===== config.mk =====
export PLATFORM = sky130hd
export DESIGN_NAME = dword_splitter
export DESIGN_NICKNAME = d
export VERILOG_FILES = /design/src/rtl/dws_pkg.sv /design/src/rtl/dws_rst_sync.sv /design/src/rtl/dws_piece_calc.sv /design/src/rtl/dws_seq.sv /design/src/rtl/dword_splitter.sv
export SDC_FILE = /design/constraint.sdc
export NUM_CORES = 1
export LEC_CHECK = 0
export ABC_AREA = 1
export ABC_CLOCK_PERIOD_IN_PS = 3600
export BUFFER_PORTS_ARGS = -buffer_cell sky130_fd_sc_hd__buf_4
export CAP_MARGIN = 15
export CORE_MARGIN = 4
export CORE_UTILIZATION = 51
export CTS_BUF_LIST = sky130_fd_sc_hd__clkbuf_4 sky130_fd_sc_hd__clkbuf_8
export CTS_CLUSTER_SIZE = 40
export DETAILED_ROUTE_END_ITERATION = 6
export GPL_TIMING_DRIVEN = 0
export PLACE_DENSITY_LB_ADDON = 0.3
export RECOVER_POWER = 25
export SKIP_LAST_GASP = 1
export SLEW_MARGIN = 20
export SYNTH_ARGS = -nofsm -noshare
export SYNTH_HDL_FRONTEND = slang
export SYNTH_SLANG_ARGS = --single-unit

===== constraint.sdc =====
create_clock -name clk -period 3.6 [get_ports clk]
set_clock_uncertainty 0.15 [all_clocks]
set_input_delay 0 -clock clk [delete_from_list [all_inputs] [get_ports clk]]
set_output_delay 0 -clock clk [all_outputs]
set_load 0.05 [all_outputs]

===== src/rtl/dws_pkg.sv =====
package dws_pkg;

  typedef enum logic {
    ST_IDLE = 1'b0,
    ST_EMIT = 1'b1
  } dws_state_e;

endpackage


===== src/rtl/dws_rst_sync.sv =====
module dws_rst_sync (
  input  logic clk,
  input  logic rst_n,
  output logic rst_n_sync
);

  logic meta_q;
  logic sync_q;

  always_ff @(posedge clk or negedge rst_n) begin
    if (!rst_n) begin
      meta_q <= 1'b0;
      sync_q <= 1'b0;
    end else begin
      meta_q <= 1'b1;
      sync_q <= meta_q;
    end
  end

  assign rst_n_sync = sync_q;

endmodule


===== src/rtl/dws_piece_calc.sv =====
module dws_piece_calc #(
  parameter int LEN_W    = 12,
  parameter int DW_BYTES = 8,
  localparam int OFF_W   = $clog2(DW_BYTES),
  localparam int CNT_W   = OFF_W + 1
) (
  input  logic [OFF_W-1:0]    offset,
  input  logic [LEN_W-1:0]    remain,
  output logic [CNT_W-1:0]    count,
  output logic [DW_BYTES-1:0] lanes,
  output logic                aligned
);

  localparam logic [CNT_W-1:0] DW_CNT = CNT_W'(DW_BYTES);

  logic [CNT_W-1:0] room;
  logic [CNT_W:0]   span_end;
  logic [CNT_W-1:0] off_ext;
  logic             pow2;

  always_comb begin
    off_ext = {1'b0, offset};
    room    = DW_CNT - off_ext;
    if (remain < LEN_W'(room)) begin
      count = remain[CNT_W-1:0];
    end else begin
      count = room;
    end
    span_end = {1'b0, off_ext} + {1'b0, count};
  end

  for (genvar i = 0; i < DW_BYTES; i++) begin : g_lane
    localparam logic [CNT_W:0] IDX = (CNT_W+1)'(i);
    assign lanes[i] = (IDX >= {2'b00, offset}) && (IDX < span_end);
  end

  always_comb begin
    pow2    = (count != '0) && ((count & (count - 1'b1)) == '0);
    aligned = pow2 && ((off_ext & (count - 1'b1)) == '0);
  end

endmodule


===== src/rtl/dws_seq.sv =====
module dws_seq
  import dws_pkg::*;
#(
  parameter int ADDR_W   = 32,
  parameter int LEN_W    = 12,
  parameter int DW_BYTES = 8,
  localparam int OFF_W   = $clog2(DW_BYTES),
  localparam int CNT_W   = OFF_W + 1
) (
  input  logic              clk,
  input  logic              rst_n_sync,
  input  logic              req_valid,
  input  logic [ADDR_W-1:0] req_addr,
  input  logic [LEN_W-1:0]  req_len,
  output logic              req_ready,
  output logic              out_valid,
  input  logic              out_ready,
  input  logic [CNT_W-1:0]  piece_count,
  output logic [ADDR_W-1:0] cur_addr,
  output logic [LEN_W-1:0]  cur_remain,
  output logic              piece_last,
  output logic              done
);

  dws_state_e        state_q, state_d;
  logic [ADDR_W-1:0] addr_q, addr_d;
  logic [LEN_W-1:0]  rem_q, rem_d;
  logic              done_q, done_d;
  logic              ptr_en;
  logic              accept;
  logic              fire;
  logic              last;

  always_comb begin
    req_ready = (state_q == ST_IDLE);
    out_valid = (state_q == ST_EMIT);
    accept    = req_valid && req_ready;
    fire      = out_valid && out_ready;
    last      = (rem_q == LEN_W'(piece_count));
  end

  always_comb begin
    state_d = state_q;
    addr_d  = addr_q;
    rem_d   = rem_q;
    done_d  = 1'b0;
    ptr_en  = 1'b0;
    if (accept) begin
      if (req_len == '0) begin
        done_d = 1'b1;
      end else begin
        state_d = ST_EMIT;
        addr_d  = req_addr;
        rem_d   = req_len;
        ptr_en  = 1'b1;
      end
    end else if (fire) begin
      addr_d = addr_q + ADDR_W'(piece_count);
      rem_d  = rem_q - LEN_W'(piece_count);
      ptr_en = 1'b1;
      if (last) begin
        state_d = ST_IDLE;
        done_d  = 1'b1;
      end
    end
  end

  always_ff @(posedge clk or negedge rst_n_sync) begin
    if (!rst_n_sync) begin
      state_q <= ST_IDLE;
      done_q  <= 1'b0;
    end else begin
      state_q <= state_d;
      done_q  <= done_d;
    end
  end

  always_ff @(posedge clk or negedge rst_n_sync) begin
    if (!rst_n_sync) begin
      addr_q <= '0;
      rem_q  <= '0;
    end else if (ptr_en) begin
      addr_q <= addr_d;
      rem_q  <= rem_d;
    end
  end

  assign cur_addr   = addr_q;
  assign cur_remain = rem_q;
  assign piece_last = last;
  assign done       = done_q;

endmodule


===== src/rtl/dword_splitter.sv =====
module dword_splitter #(
  parameter int ADDR_W   = 32,
  parameter int LEN_W    = 12,
  parameter int DW_BYTES = 8,
  localparam int OFF_W   = $clog2(DW_BYTES),
  localparam int CNT_W   = OFF_W + 1
) (
  input  logic                clk,
  input  logic                rst_n,
  input  logic                req_valid,
  output logic                req_ready,
  input  logic [ADDR_W-1:0]   req_addr,
  input  logic [LEN_W-1:0]    req_len,
  output logic                out_valid,
  input  logic                out_ready,
  output logic [ADDR_W-1:0]   out_addr,
  output logic [CNT_W-1:0]    out_count,
  output logic [DW_BYTES-1:0] out_lanes,
  output logic                out_aligned,
  output logic                out_last,
  output logic                done
);

  logic              rst_n_sync;
  logic [ADDR_W-1:0] cur_addr;
  logic [LEN_W-1:0]  cur_remain;
  logic [CNT_W-1:0]  piece_count;

  dws_rst_sync u_rst (
    .clk        (clk),
    .rst_n      (rst_n),
    .rst_n_sync (rst_n_sync)
  );

  dws_piece_calc #(
    .LEN_W    (LEN_W),
    .DW_BYTES (DW_BYTES)
  ) u_calc (
    .offset  (cur_addr[OFF_W-1:0]),
    .remain  (cur_remain),
    .count   (piece_count),
    .lanes   (out_lanes),
    .aligned (out_aligned)
  );

  dws_seq #(
    .ADDR_W   (ADDR_W),
    .LEN_W    (LEN_W),
    .DW_BYTES (DW_BYTES)
  ) u_seq (
    .clk         (clk),
    .rst_n_sync  (rst_n_sync),
    .req_valid   (req_valid),
    .req_addr    (req_addr),
    .req_len     (req_len),
    .req_ready   (req_ready),
    .out_valid   (out_valid),
    .out_ready   (out_ready),
    .piece_count (piece_count),
    .cur_addr    (cur_addr),
    .cur_remain  (cur_remain),
    .piece_last  (out_last),
    .done        (done)
  );

  assign out_addr  = cur_addr;
  assign out_count = piece_count;

endmodule


==> metrics, run 1 <==
critical path peak fanout 6; delay-heaviest family, CP simple AND/OR/NAND/NOR gates; number of input and output port buffers inserted 96; multiplexer share of the synthesized area 0%; largest net degree at the start of global routing 25; drt drc 0; synthesized area 0.00436 mm²; startpoint type of the worst setup path register; worst-case reg-to-reg path depth 20; average via count per standard cell 5.72; met1 layer usage reported by global route 42.8%; GRT busiest layer met2; met2 usage in global routing 53.0%; worst flop-to-flop path endpoint u_seq.out_valid; antenna fix cells 0; critical path depth in cells 24; total overflow reported by the global router 0; HPWL reported at the end of detailed placement 11900 µm; startpoint of the worst setup timing path u_seq.cur_addr[1]; Achievable Freq 271 MHz; post-synthesis xor/xnor area fraction 0.402%; starting utilization of the core area 52.8%; final hold violation count 0; clock tree sinks 48; Crit. End Element primary output; met3 global-route usage 7.85%; share of layout cells above drive strength 1 26.3%; area fraction in compound gates after synthesis 11.5%; Critical Path AT 3540 ps; initial detailed-routing violation count 431; dominant combinational cell family by area after synthesis simple AND/OR/NAND/NOR gates; top flip-flop cell by instance count after synthesis sky130_fd_sc_hd__dfrtp_1; number of clock buffers inserted by TritonCTS 5; vias in the first global route 5207; Seq cells post-synth 48; first-pass GRT wire length 26200 µm; mean instance size in the synthesized netlist 6.30 µm²; P&R area growth vs syn 46.3%; instance count of the mapped netlist 692; maximum clock path buffer count 2; RSZ-0062 raised after global routing yes; failing checks negative setup slack; Die Wd 100 µm; status complete, but fails checks; Adder-Cell Fraction of Synth Area 4.31%; critical path cell sequence inv_4 -> nand2_4 -> nor2_4 -> inv_2 -> ha_4 -> inv_4 -> o21bai_4 -> nor2_4 -> nand2_4 -> buf_12 -> nand2_4 -> o21ai_4 -> ha_4 -> ha_4 -> inv_2 -> nand2_4 -> nand2_4 -> nand3_4 -> nand2_4 -> o21ai_4 -> a21oi_4 -> a21o_1 -> clkinvlp_4 -> buf_8; height of the die 100 µm; Synth async-reset ratio 100%; Slew headroom 4.76%; Tmin final 3690 ps; flop-to-flop setup slack -10 ps; combined buffer and inverter count along the critical path 7; GR Util All Layers 33.0%; core box area 0.00826 mm²; kind of path behind the tightest hold check reg -> reg; clock insertion delay at the later pin of the skew report 310 ps; drt wl/cell 18.1 µm; syn nets 755; Top Ports 97; cell type of the slowest stage on the worst timing path sky130_fd_sc_hd__dfrtp_2; dominant cell type by count on the critical path sky130_fd_sc_hd__nand2_4; clock root buffer sky130_fd_sc_hd__clkbuf_8; top area cells in the synthesized netlist sky130_fd_sc_hd__dfrtp_1 (28%), sky130_fd_sc_hd__nand2_1 (16%), sky130_fd_sc_hd__nand3_1 (8.3%); transition time at the pin with the least slew margin 1430 ps; antenna violations before repair 0; Commonest cells post-synth sky130_fd_sc_hd__nand2_1 (184), sky130_fd_sc_hd__nor2_1 (90), sky130_fd_sc_hd__inv_1 (83), sky130_fd_sc_hd__nand3_1 (72), sky130_fd_sc_hd__dfrtp_1 (48); detailed-route via count 5595; level count of the clock H-tree 2; post-synthesis share of cell area spent on and, or, nand and nor gates 46.1%; CP required 3450 ps; library cell occupying the most area in the post-synthesis netlist sky130_fd_sc_hd__dfrtp_1; final setup violation count 6; dominant cell by count in the synthesized netlist sky130_fd_sc_hd__nand2_1; die area 0.0101 mm²; reg-to-reg critical path startpoint u_seq.cur_addr[1]; sum of routed wire length over all layers 17700 µm; placer's final routability congestion estimate 0.996; final number of max-transition violations 0; final antenna-violating net count 0; Worst-path clk slew 100 ps; number of enable flip-flop cells after synthesis 0; final worst-path setup slack -86.2 ps; slowest stage delay, CP 440 ps; number of nets in the final layout 935; library cells used by synthesis 40; synthesis warning total 0; sequential area share after synthesis 27.6%; max-capacitance violation count 0; area share of the largest cell type after synthesis 27.6%; Initial DRT Pass Iterations 6; tightest hold margin 229 ps; Worst Setup EP out_lanes[5]; placement row count 33; share of the cycle needed by the critical path after routing 102%; CTS tree done; path type of the worst setup path reg -> out
[worst min path at each step]
stage | from | endpoint | slack [ps] | depth (start not counted)
2_1_floorplan | rst_n | u_rst.meta_q | -450 | 0
3_3_place_gp | rst_n | u_rst.meta_q | -370 | 1
3_5_place_dp | rst_n | u_rst.meta_q | -360 | 1
4_1_cts | u_rst.rst_n_sync | u_seq.cur_addr[22] | 140 | 0
5_1_grt | u_rst.meta_q | u_rst.rst_n_sync | 240 | 0
6_report | u_rst.meta_q | u_rst.rst_n_sync | 230 | 0
[routing by layer]
layer  routed length [µm]  share of wire, %
met1                 7150                40
met2                 8250                47
met3                 1720               9.7
met4                  545               3.1
met5                    0                 0
[logic make-up (layout without fill, tap and decap cells)]
kind of cell | count (synthesis) | after routing
and+or+nand+nor | 433 | 433
other | 1 | 1
AOI/OAI and AO/OA | 81 | 81
xor gates and xnor gates | 2 | 2
adders and majority gates | 15 | 15
DFF | 48 | 48
buffers and inverters | 112 | 293
[stage by stage]
step | util, % | TNS (ps) | worst slack, ps | instances | area, µm²
final | 77.2 | -196 | -86.2 | 978 | 6370
after global routing | 77.2 | -1720 | -271 | 978 | 6370
after CTS | 74.7 | -22.3 | -11.2 | 962 | 6160
after detailed placement | 65.9 | -12.0 | -9.02 | 894 | 5440
after global placement | 65.6 | 0 | 63.7 | 893 | 5420
after floorplan | - | -176 | -99.8 | 692 | 4570
[layout make-up]
cell class | count | area [µm²]
flip-flops and latches | 48 | 1200
multi-input cells | 532 | 3000
clock buffers | 7 | 90.1
plain buffers | 20 | 100
fillers | 607 | 1880
inverters | 92 | 367
clock inverters | 1 | 7.51
repair buffers | 173 | 1480
well taps | 105 | 131
[registers in the layout, indices dropped and copies added, names as in the netlist]
signal	flops
u_rst.meta_q	1
u_rst.rst_n_sync	1
u_seq.done	1
u_seq.cur_remain	12
u_seq.cur_addr	32
u_seq.out_valid	1
[worst reg2reg max path: stages (launching register included)]
cell                            delay [ps]
sky130_fd_sc_hd__dfrtp_2               440
sky130_fd_sc_hd__inv_4                 100
sky130_fd_sc_hd__nand2_4                60
sky130_fd_sc_hd__nor2_4                120
sky130_fd_sc_hd__inv_2                  70
sky130_fd_sc_hd__ha_4                  220
sky130_fd_sc_hd__inv_4                  70
sky130_fd_sc_hd__o21bai_4               70
sky130_fd_sc_hd__nor2_4                190
sky130_fd_sc_hd__nand2_4               100
sky130_fd_sc_hd__buf_12                160
sky130_fd_sc_hd__buf_12                120
sky130_fd_sc_hd__nand2_4                70
sky130_fd_sc_hd__nand2_2               170
sky130_fd_sc_hd__nand2_4               140
sky130_fd_sc_hd__nand2_2               100
sky130_fd_sc_hd__a2111oi_4             330
sky130_fd_sc_hd__nand3_1               140
sky130_fd_sc_hd__nand2_1                70
sky130_fd_sc_hd__nand2_1                50
sky130_fd_sc_hd__dlygate4sd3_1         550
[cells in the final DEF (no fill, tap or decap), types with 6 or more instances in the layout]
cell type	instances
sky130_fd_sc_hd__nand2_1	176
sky130_fd_sc_hd__buf_4	110
sky130_fd_sc_hd__nor2_1	86
sky130_fd_sc_hd__inv_1	70
sky130_fd_sc_hd__nand3_1	69
sky130_fd_sc_hd__dlygate4sd3_1	50
sky130_fd_sc_hd__dfrtp_1	45
sky130_fd_sc_hd__o21ai_0	30
sky130_fd_sc_hd__nand2_2	22
sky130_fd_sc_hd__nand4_1	21
sky130_fd_sc_hd__clkbuf_1	18
sky130_fd_sc_hd__nor3_1	16
sky130_fd_sc_hd__inv_2	15
sky130_fd_sc_hd__nand2_4	13
sky130_fd_sc_hd__o21ai_1	11
sky130_fd_sc_hd__o22ai_1	10
sky130_fd_sc_hd__ha_1	9
sky130_fd_sc_hd__a21oi_1	8
sky130_fd_sc_hd__nor2_4	8
sky130_fd_sc_hd__buf_6	8
sky130_fd_sc_hd__nor4_1	7
sky130_fd_sc_hd__o211ai_1	6
sky130_fd_sc_hd__ha_4	6
sky130_fd_sc_hd__clkbuf_8	6
[repair_timing]
| item | 4_1_cts | 5_1_grt |
|---|---|---|
| gates resized for setup | 13 | 23 |
| buffers inserted | 10 | 16 |
| setup endpoints to repair | 12 | 14 |
| endpoints found under the hold margin | 48 | 0 |
| hold buffers | 50 | 0 |
| pin swaps | 6 | 10 |
Power of run 1 is not shown: default switching activity piles up to over one toggle a cycle in this logic, so the estimate is an artifact.
==> inputs of run 2 (changes only) <==
--- a/config.mk
+++ b/config.mk
@@ -10,7 +10,7 @@
 export BUFFER_PORTS_ARGS = -buffer_cell sky130_fd_sc_hd__buf_4
 export CAP_MARGIN = 15
 export CORE_MARGIN = 4
-export CORE_UTILIZATION = 51
+export CORE_UTILIZATION = 52
 export CTS_BUF_LIST = sky130_fd_sc_hd__clkbuf_4 sky130_fd_sc_hd__clkbuf_8
 export CTS_CLUSTER_SIZE = 40
 export DETAILED_ROUTE_END_ITERATION = 6
@@ -21,4 +21,5 @@
 export SLEW_MARGIN = 20
 export SYNTH_ARGS = -nofsm -noshare
 export SYNTH_HDL_FRONTEND = slang
+export SYNTH_HIERARCHICAL = 1
 export SYNTH_SLANG_ARGS = --single-unit
==> run 2 against run 1 <==
Final cell count grew 4.1%. Core utilization grew 7.0 points. The flow finishes with violations (design-rule violations, negative setup slack). Synthesized cell count grew 3.8%. Synthesized area grew 2.6%. Die area grew 0.54%. Final area grew 9.6%. Via count grew 16%.
==> metrics, run 2 <==
met3 global-route usage 6.57% (-1.3 points); Inst Count DP 920 (+2.9%); CTS tree done; final setup violation count 51 (+45); number of clock buffers inserted by TritonCTS 5 (unchanged); Critical Path AT 4500 ps (+960 ps); top flip-flop cell by instance count after synthesis sky130_fd_sc_hd__dfrtp_1; final antenna-violating net count 0 (unchanged); placer's final routability congestion estimate 0.919 (-7.7%); met1 layer usage reported by global route 44.2% (+1.4 points); Achievable Freq 225 MHz (-17%); area share of the largest cell type after synthesis 26.9% (-0.69 points); detailed-route via count 6467 (+16%); die area 0.0101 mm² (+0.54%); drt wl/cell 22.4 µm (+24%); Worst-path clk slew 100 ps (about the same); max-capacitance violation count 0 (unchanged); maximum clock path buffer count 2 (unchanged); antenna fix cells 0 (unchanged); GR Util All Layers 34.7% (+1.7 points); average via count per standard cell 6.35 (+11%); met2 usage in global routing 57.1% (+4.1 points); library cells used by synthesis 37 (-7.5%); critical path peak fanout 10 (+4); number of input and output port buffers inserted 96 (unchanged); Crit. End Element register; clock insertion delay at the later pin of the skew report 310 ps (about the same); antenna violations before repair 1 (+1); kind of path behind the tightest hold check in -> reg; flip-flop count of the largest register, all copies and words added 32 (unchanged); final hold violation count 0 (unchanged); status complete, but fails checks; Slew headroom 32.2% (+27 points); path type of the worst setup path reg -> reg; sequential area share after synthesis 26.9% (-0.69 points); final worst-path setup slack -838 ps (-752 ps); instance count of the mapped netlist 718 (+3.8%); level count of the clock H-tree 2 (unchanged); GRT busiest layer met2; post-route non-filler standard cell count 1018 (+4.1%); most frequent standard cell in the layout excluding fill and tap cells sky130_fd_sc_hd__nand2_1; Filler cells 470 (-23%); placement row count 33 (unchanged); Synth async-reset ratio 100% (unchanged); top library cells by usage in the layout, fill and taps aside sky130_fd_sc_hd__nand2_1 (225), sky130_fd_sc_hd__buf_4 (123), sky130_fd_sc_hd__nor2_1 (111), sky130_fd_sc_hd__inv_1 (55), sky130_fd_sc_hd__nand3_1 (50); Commonest cells post-synth sky130_fd_sc_hd__nand2_1 (243), sky130_fd_sc_hd__nor2_1 (119), sky130_fd_sc_hd__inv_1 (74), sky130_fd_sc_hd__nand3_1 (71), sky130_fd_sc_hd__dfrtp_1 (48); top area cells in the synthesized netlist sky130_fd_sc_hd__dfrtp_1 (27%), sky130_fd_sc_hd__nand2_1 (20%), sky130_fd_sc_hd__nor2_1 (10%); HPWL reported at the end of detailed placement 10900 µm (-8.2%); library cell occupying the most area in the post-synthesis netlist sky130_fd_sc_hd__dfrtp_1; RSZ-0062 raised after global routing yes; sum of routed wire length over all layers 22800 µm (+29%); total area of multi-input combinational cells 0.00341 mm² (+14%); share of layout cells above drive strength 1 32.5% (+6.2 points); syn nets 790 (+4.6%); Tmin final 4440 ps (+752 ps); Die Wd 101 µm (+0.27%); synthesis warning total 6 (+6); Initial DRT Pass Iterations 7 (+1); dominant cell by count in the synthesized netlist sky130_fd_sc_hd__nand2_1; core box area 0.00830 mm² (+0.50%); final number of max-transition violations 0 (unchanged); starting utilization of the core area 53.9% (+1.1 points); initial detailed-routing violation count 1158 (+170%); clock root buffer sky130_fd_sc_hd__clkbuf_8; CP required 3660 ps (+210 ps); clock tree sinks 48 (unchanged); total overflow reported by the global router 0 (unchanged); height of the die 101 µm (+0.27%); mean instance size in the synthesized netlist 6.22 µm² (-1.2%); startpoint type of the worst setup path register; P&R area growth vs syn 56.3%; flip-flop and latch area 0.00121 mm² (+0.41%); transition time at the pin with the least slew margin 1020 ps (-411 ps); largest net degree at the start of global routing 26 (+4.0%); share of the cycle needed by the critical path after routing 123% (+21 points); Seq cells post-synth 48 (unchanged); first-pass GRT wire length 27700 µm (+5.6%); Top Ports 97 (unchanged); failing checks design-rule violations, negative setup slack; vias in the first global route 5415 (+4.0%); number of nets in the final layout 984 (+5.2%); number of enable flip-flop cells after synthesis 0 (unchanged); synthesized area 0.00447 mm² (+2.6%); drt drc 50 (+50)
-- run 2: cell count changes after synthesis, sizes merged, moves of 4 or more --
| cell | delta |
|---|---|
| nand2 | +42 |
| nor2 | +34 |
| o21ai | -21 |
| clkbuf | -16 |
| buf | +15 |
| inv | -12 |
| nor3 | -12 |
| nand4 | -10 |
| o22ai | -9 |
| ha | +6 |
| nor4 | -6 |
| or2 | +5 |
| a21oi | -4 |
| nand3b | +4 |
-- run 2: routing by layer --
layer	wire length (µm)	up-vias	share of wire (%)
met2	9810	723	43
li1	-	2649	-
met5	12	-	0.053
met3	3660	226	16
met1	7280	2867	32
met4	2020	2	8.9
-- run 2: cell families (layout without fill, tap and decap cells) --
logic type / count (synthesis) / count (layout) / share of synthesized area [%]
other: 1 / 1 / 0.0839
flip-flops: 48 / 48 / 26.9
XOR/XNOR: 7 / 7 / 1.37
adder cells (fa/ha/maj): 24 / 24 / 7.22
AND/OR/NAND/NOR: 490 / 491 / 48.1
AO/OA/AOI/OAI: 48 / 48 / 6.49
buffers and inverters: 100 / 294 / 9.83
-- run 2: metrics by stage --
stage	instance area [µm²]	setup slack, ps	TNS, ps	hold WS, ps	utilization, %
2_1_floorplan	4630	-40.9	-109	-446	-
3_3_place_gp	5480	-19.4	-19.4	-368	66.0
3_5_place_dp	5500	-129	-1600	-367	66.3
4_1_cts	6500	2.71	0	47.3	78.3
5_1_grt	6990	-904	-23270	126	84.2
6_report	6990	-838	-17390	105	84.2
-- run 2: path summary, 6_finish.rpt --
check / from / to / slack (ps) / depth (start not counted)
min: req_valid / u_seq/out_valid / 110 / 5
max reg2reg: u_seq/cur_addr[1] / u_seq/cur_addr[11] / -840 / 23
max in group asynchronous: u_rst/rst_n_sync / u_seq/cur_addr[2] / 2320 / 1
min in group asynchronous: u_rst/rst_n_sync / u_seq/cur_remain[9] / 280 / 0
min reg2reg: u_rst/meta_q / u_rst/rst_n_sync / 210 / 0
max: u_seq/cur_addr[1] / u_seq/cur_addr[11] / -840 / 23
-- run 2: final cells by class --
cell class              count  share of cell area (%)
plain buffers              19                    1.93
clock buffers               6                    1.09
clock inverters             2                   0.860
inverters                  81                    4.94
multi-input cells         571                    48.8
flip-flops and latches     48                    17.3
well taps                 105                    1.88
repair buffers            186                    23.2
-- run 2: worst max-delay path: stages, from the launching register on --
cell and delay, ps:
sky130_fd_sc_hd__dfrtp_4 470, sky130_fd_sc_hd__inv_8 50, sky130_fd_sc_hd__buf_6 110, sky130_fd_sc_hd__ha_4 180
sky130_fd_sc_hd__ha_4 270, sky130_fd_sc_hd__inv_1 60, sky130_fd_sc_hd__nand2_1 110, sky130_fd_sc_hd__nand2_1 100
sky130_fd_sc_hd__nand3_4 100, sky130_fd_sc_hd__buf_4 140, sky130_fd_sc_hd__nand3_1 100, sky130_fd_sc_hd__nand2_2 140
sky130_fd_sc_hd__clkinvlp_4 200, sky130_fd_sc_hd__ha_2 470, sky130_fd_sc_hd__inv_1 90, sky130_fd_sc_hd__nand2_1 420
sky130_fd_sc_hd__nand3_1 370, sky130_fd_sc_hd__nand2_2 240, sky130_fd_sc_hd__buf_6 170, sky130_fd_sc_hd__nand2_1 70
sky130_fd_sc_hd__nand2_1 90, sky130_fd_sc_hd__nand3_1 70, sky130_fd_sc_hd__nand2_1 90, sky130_fd_sc_hd__nand2_1 70
-- run 2: what timing repair did --
item / CTS / global route
pin swaps: 26 / 43
hold buffers: 49 / 0
endpoints found under the hold margin: 48 / 0
buffers inserted: 24 / 16
cloned: 0 / 1
endpoints found under the setup margin: 36 / 48
resized for setup: 41 / 80
Power of run 2 is left out for the same reason.
==> inputs of run 3 (changes only) <==
==> constraint.sdc (replaced) <==
create_clock -name clk -period 3.6 [get_ports clk]
set_clock_uncertainty 0.15 [all_clocks]
set_input_delay 0.72 -clock clk [delete_from_list [all_inputs] [get_ports clk]]
set_output_delay 0.72 -clock clk [all_outputs]
set_load 0.05 [all_outputs]
==> run 3 against run 2 <==
The run ends with negative setup slack left. Die area stayed put. Non-clock buffer count is 61 lower. Register-to-register slack better by 790 ps. Fmax is 4.7% lower. Global-route usage is 5.5 points lower. Sequential cell count stayed put. Sequential share of layout area is 2.6 points higher. Count of clock-buffer cells in the layout is 1 lower. Core utilization is 11 points lower. Hold slack worse by 80 ps. Worst setup slack worse by 220 ps. Via count is 15% lower. Critical path type is now reg -> out. Highest routed layer is now met4.
==> metrics, run 3 (synthesis gave the netlist of run 2 again) <==
failing checks negative setup slack; level count of the clock H-tree 2 (unchanged); HPWL reported at the end of detailed placement 10800 µm (-0.74%); most frequent standard cell in the layout excluding fill and tap cells sky130_fd_sc_hd__nand2_1; number of input and output port buffers inserted 96 (unchanged); drt drc 0 (-100%); flip-flop count of the largest register, all copies and words added 32 (unchanged); transition time at the pin with the least slew margin 1470 ps (+454 ps); Crit. End Element primary output; vias in the first global route 4928 (-9.0%); final setup violation count 23 (-55%); critical path peak fanout 6 (-4); final antenna-violating net count 0 (unchanged); clock tree sinks 48 (unchanged); worst flop-to-flop path endpoint u_seq/cur_addr[25]; first-pass GRT wire length 23600 µm (-15%); clock root buffer sky130_fd_sc_hd__clkbuf_8; core box area 0.00830 mm² (unchanged); path type of the worst setup path reg -> out; share of the cycle needed by the critical path after routing 129% (+6.1 points); height of the die 101 µm (unchanged); max-capacitance violation count 0 (unchanged); largest net degree at the start of global routing 25 (-3.8%); final number of max-transition violations 0 (unchanged); Worst-path clk slew 90 ps (about the same); drt wl/cell 17.1 µm (-24%); die area 0.0101 mm² (unchanged); reg-to-reg critical path startpoint u_seq/cur_addr[0]; GR Util All Layers 29.2% (-5.5 points); number of clock buffers inserted by TritonCTS 5 (unchanged); flop-to-flop setup slack -50 ps (+790 ps); detailed-route via count 5514 (-15%); worst-case reg-to-reg path depth 23 (unchanged); antenna violations before repair 0 (-1); Critical Path AT 3790 ps (-710 ps); RSZ-0062 raised after global routing yes; startpoint type of the worst setup path register; total overflow reported by the global router 0 (unchanged); number of nets in the final layout 923 (-6.2%); final hold violation count 0 (unchanged); Achievable Freq 215 MHz (-4.7%); starting utilization of the core area 53.9% (unchanged); CTS tree done; clock insertion delay at the later pin of the skew report 320 ps (about the same); Inst Count DP 920 (unchanged); average via count per standard cell 5.77 (-9.2%); P&R area growth vs syn 35.6%; cell type of the slowest stage on the worst timing path sky130_fd_sc_hd__dfrtp_4; sum of routed wire length over all layers 16400 µm (-28%); number of hold-repair buffers added at the cts stage 0 (-100%); startpoint of the worst setup timing path u_seq/cur_addr[0]; maximum clock path buffer count 2 (unchanged); placement row count 33 (unchanged); initial detailed-routing violation count 543 (-53%); Tmin final 4660 ps (+219 ps); top library cells by usage in the layout, fill and taps aside sky130_fd_sc_hd__nand2_1 (231), sky130_fd_sc_hd__buf_4 (114), sky130_fd_sc_hd__nor2_1 (110), sky130_fd_sc_hd__nand3_1 (58), sky130_fd_sc_hd__inv_1 (56); Die Wd 101 µm (unchanged); final worst-path setup slack -1060 ps (-219 ps); Slew headroom 1.95% (-30 points); post-layout instance area 0.00606 mm² (-13%); slowest stage delay, CP 520 ps (+50 ps); post-route non-filler standard cell count 956 (-6.1%); CP required 2730 ps (-930 ps); Filler cells 664 (+41%); Worst Setup EP out_aligned; critical path cell sequence inv_6 -> nand2_4 -> nor2_4 -> inv_2 -> ha_4 -> nand3_2 -> nand3_2 -> nor2_4 -> nand2_4 -> buf_6 -> o21ai_4 -> clkinvlp_4 -> buf_6 -> ha_1 -> o22ai_1 -> nor4_1 -> o21ai_1 -> nor2_4 -> buf_6; kind of path behind the tightest hold check in -> async; status complete, but fails checks; Initial DRT Pass Iterations 6 (-1); Top Ports 97 (unchanged); antenna fix cells 0 (unchanged); share of layout cells above drive strength 1 30.2% (-2.3 points); post-place instance area 0.00549 mm² (-0.16%); placer's final routability congestion estimate 0.977 (+6.4%)
## run 3: how the worst min path moves through the flow
stage | startpoint | end | slack [ps] | cells after the start
4_1_cts | rst_n | u_rst/rst_n_sync | 20 | 1
6_report | rst_n | u_rst/meta_q | 30 | 1
3_3_place_gp | u_rst/meta_q | u_rst/rst_n_sync | 190 | 0
5_1_grt | rst_n | u_rst/meta_q | 20 | 1
2_1_floorplan | u_rst/meta_q | u_rst/rst_n_sync | 180 | 0
3_5_place_dp | u_rst/rst_n_sync | u_seq/out_valid | 150 | 0
## run 3: layer usage
metal	track usage (%)	wire, µm	up-vias
li1	-	-	2536
met1	39.7	6310	2552
met2	48.6	7810	367
met3	3.94	1730	59
met4	8.29	503	0
met5	0	0	-
## run 3: stage by stage
stage	hold slack, ps	setup slack, ps	utilization [%]	setup TNS, ps
2_1_floorplan	181	-707	-	-6510
5_1_grt	24.2	-1160	73.0	-13960
3_3_place_gp	191	-637	65.9	-4810
4_1_cts	17.1	-690	70.2	-5690
6_report	25.3	-1060	73.0	-8010
3_5_place_dp	149	-699	66.2	-6190
## run 3: repair_timing
action	4_1_cts	5_1_grt
gates cloned	0	2
setup endpoints to repair	24	48
pin swaps	19	16
gates resized for setup	27	45
setup buffers	21	6
## run 3: area by class of cell
class	count	area [µm²]	share of cell area (%)
multi-input combinational	571	3180	52.5
buffer	19	135	2.23
tap	105	131	2.17
clock inverter	2	12.5	0.206
timing repair buffer	125	988	16.3
sequential	48	1210	20.0
clock buffer	5	68.8	1.14
inverter	81	334	5.51
## run 3: worst max-delay path: cells and delay by family (launching register included)
family                     cells  cell delay [ps]
and+or+nand+nor                8             1070
DFF                            1              520
AOI/OAI and AO/OA              3              550
buffers and inverters          6              780
adders and majority gates      2              540
Power of run 3 is left out for the same reason.
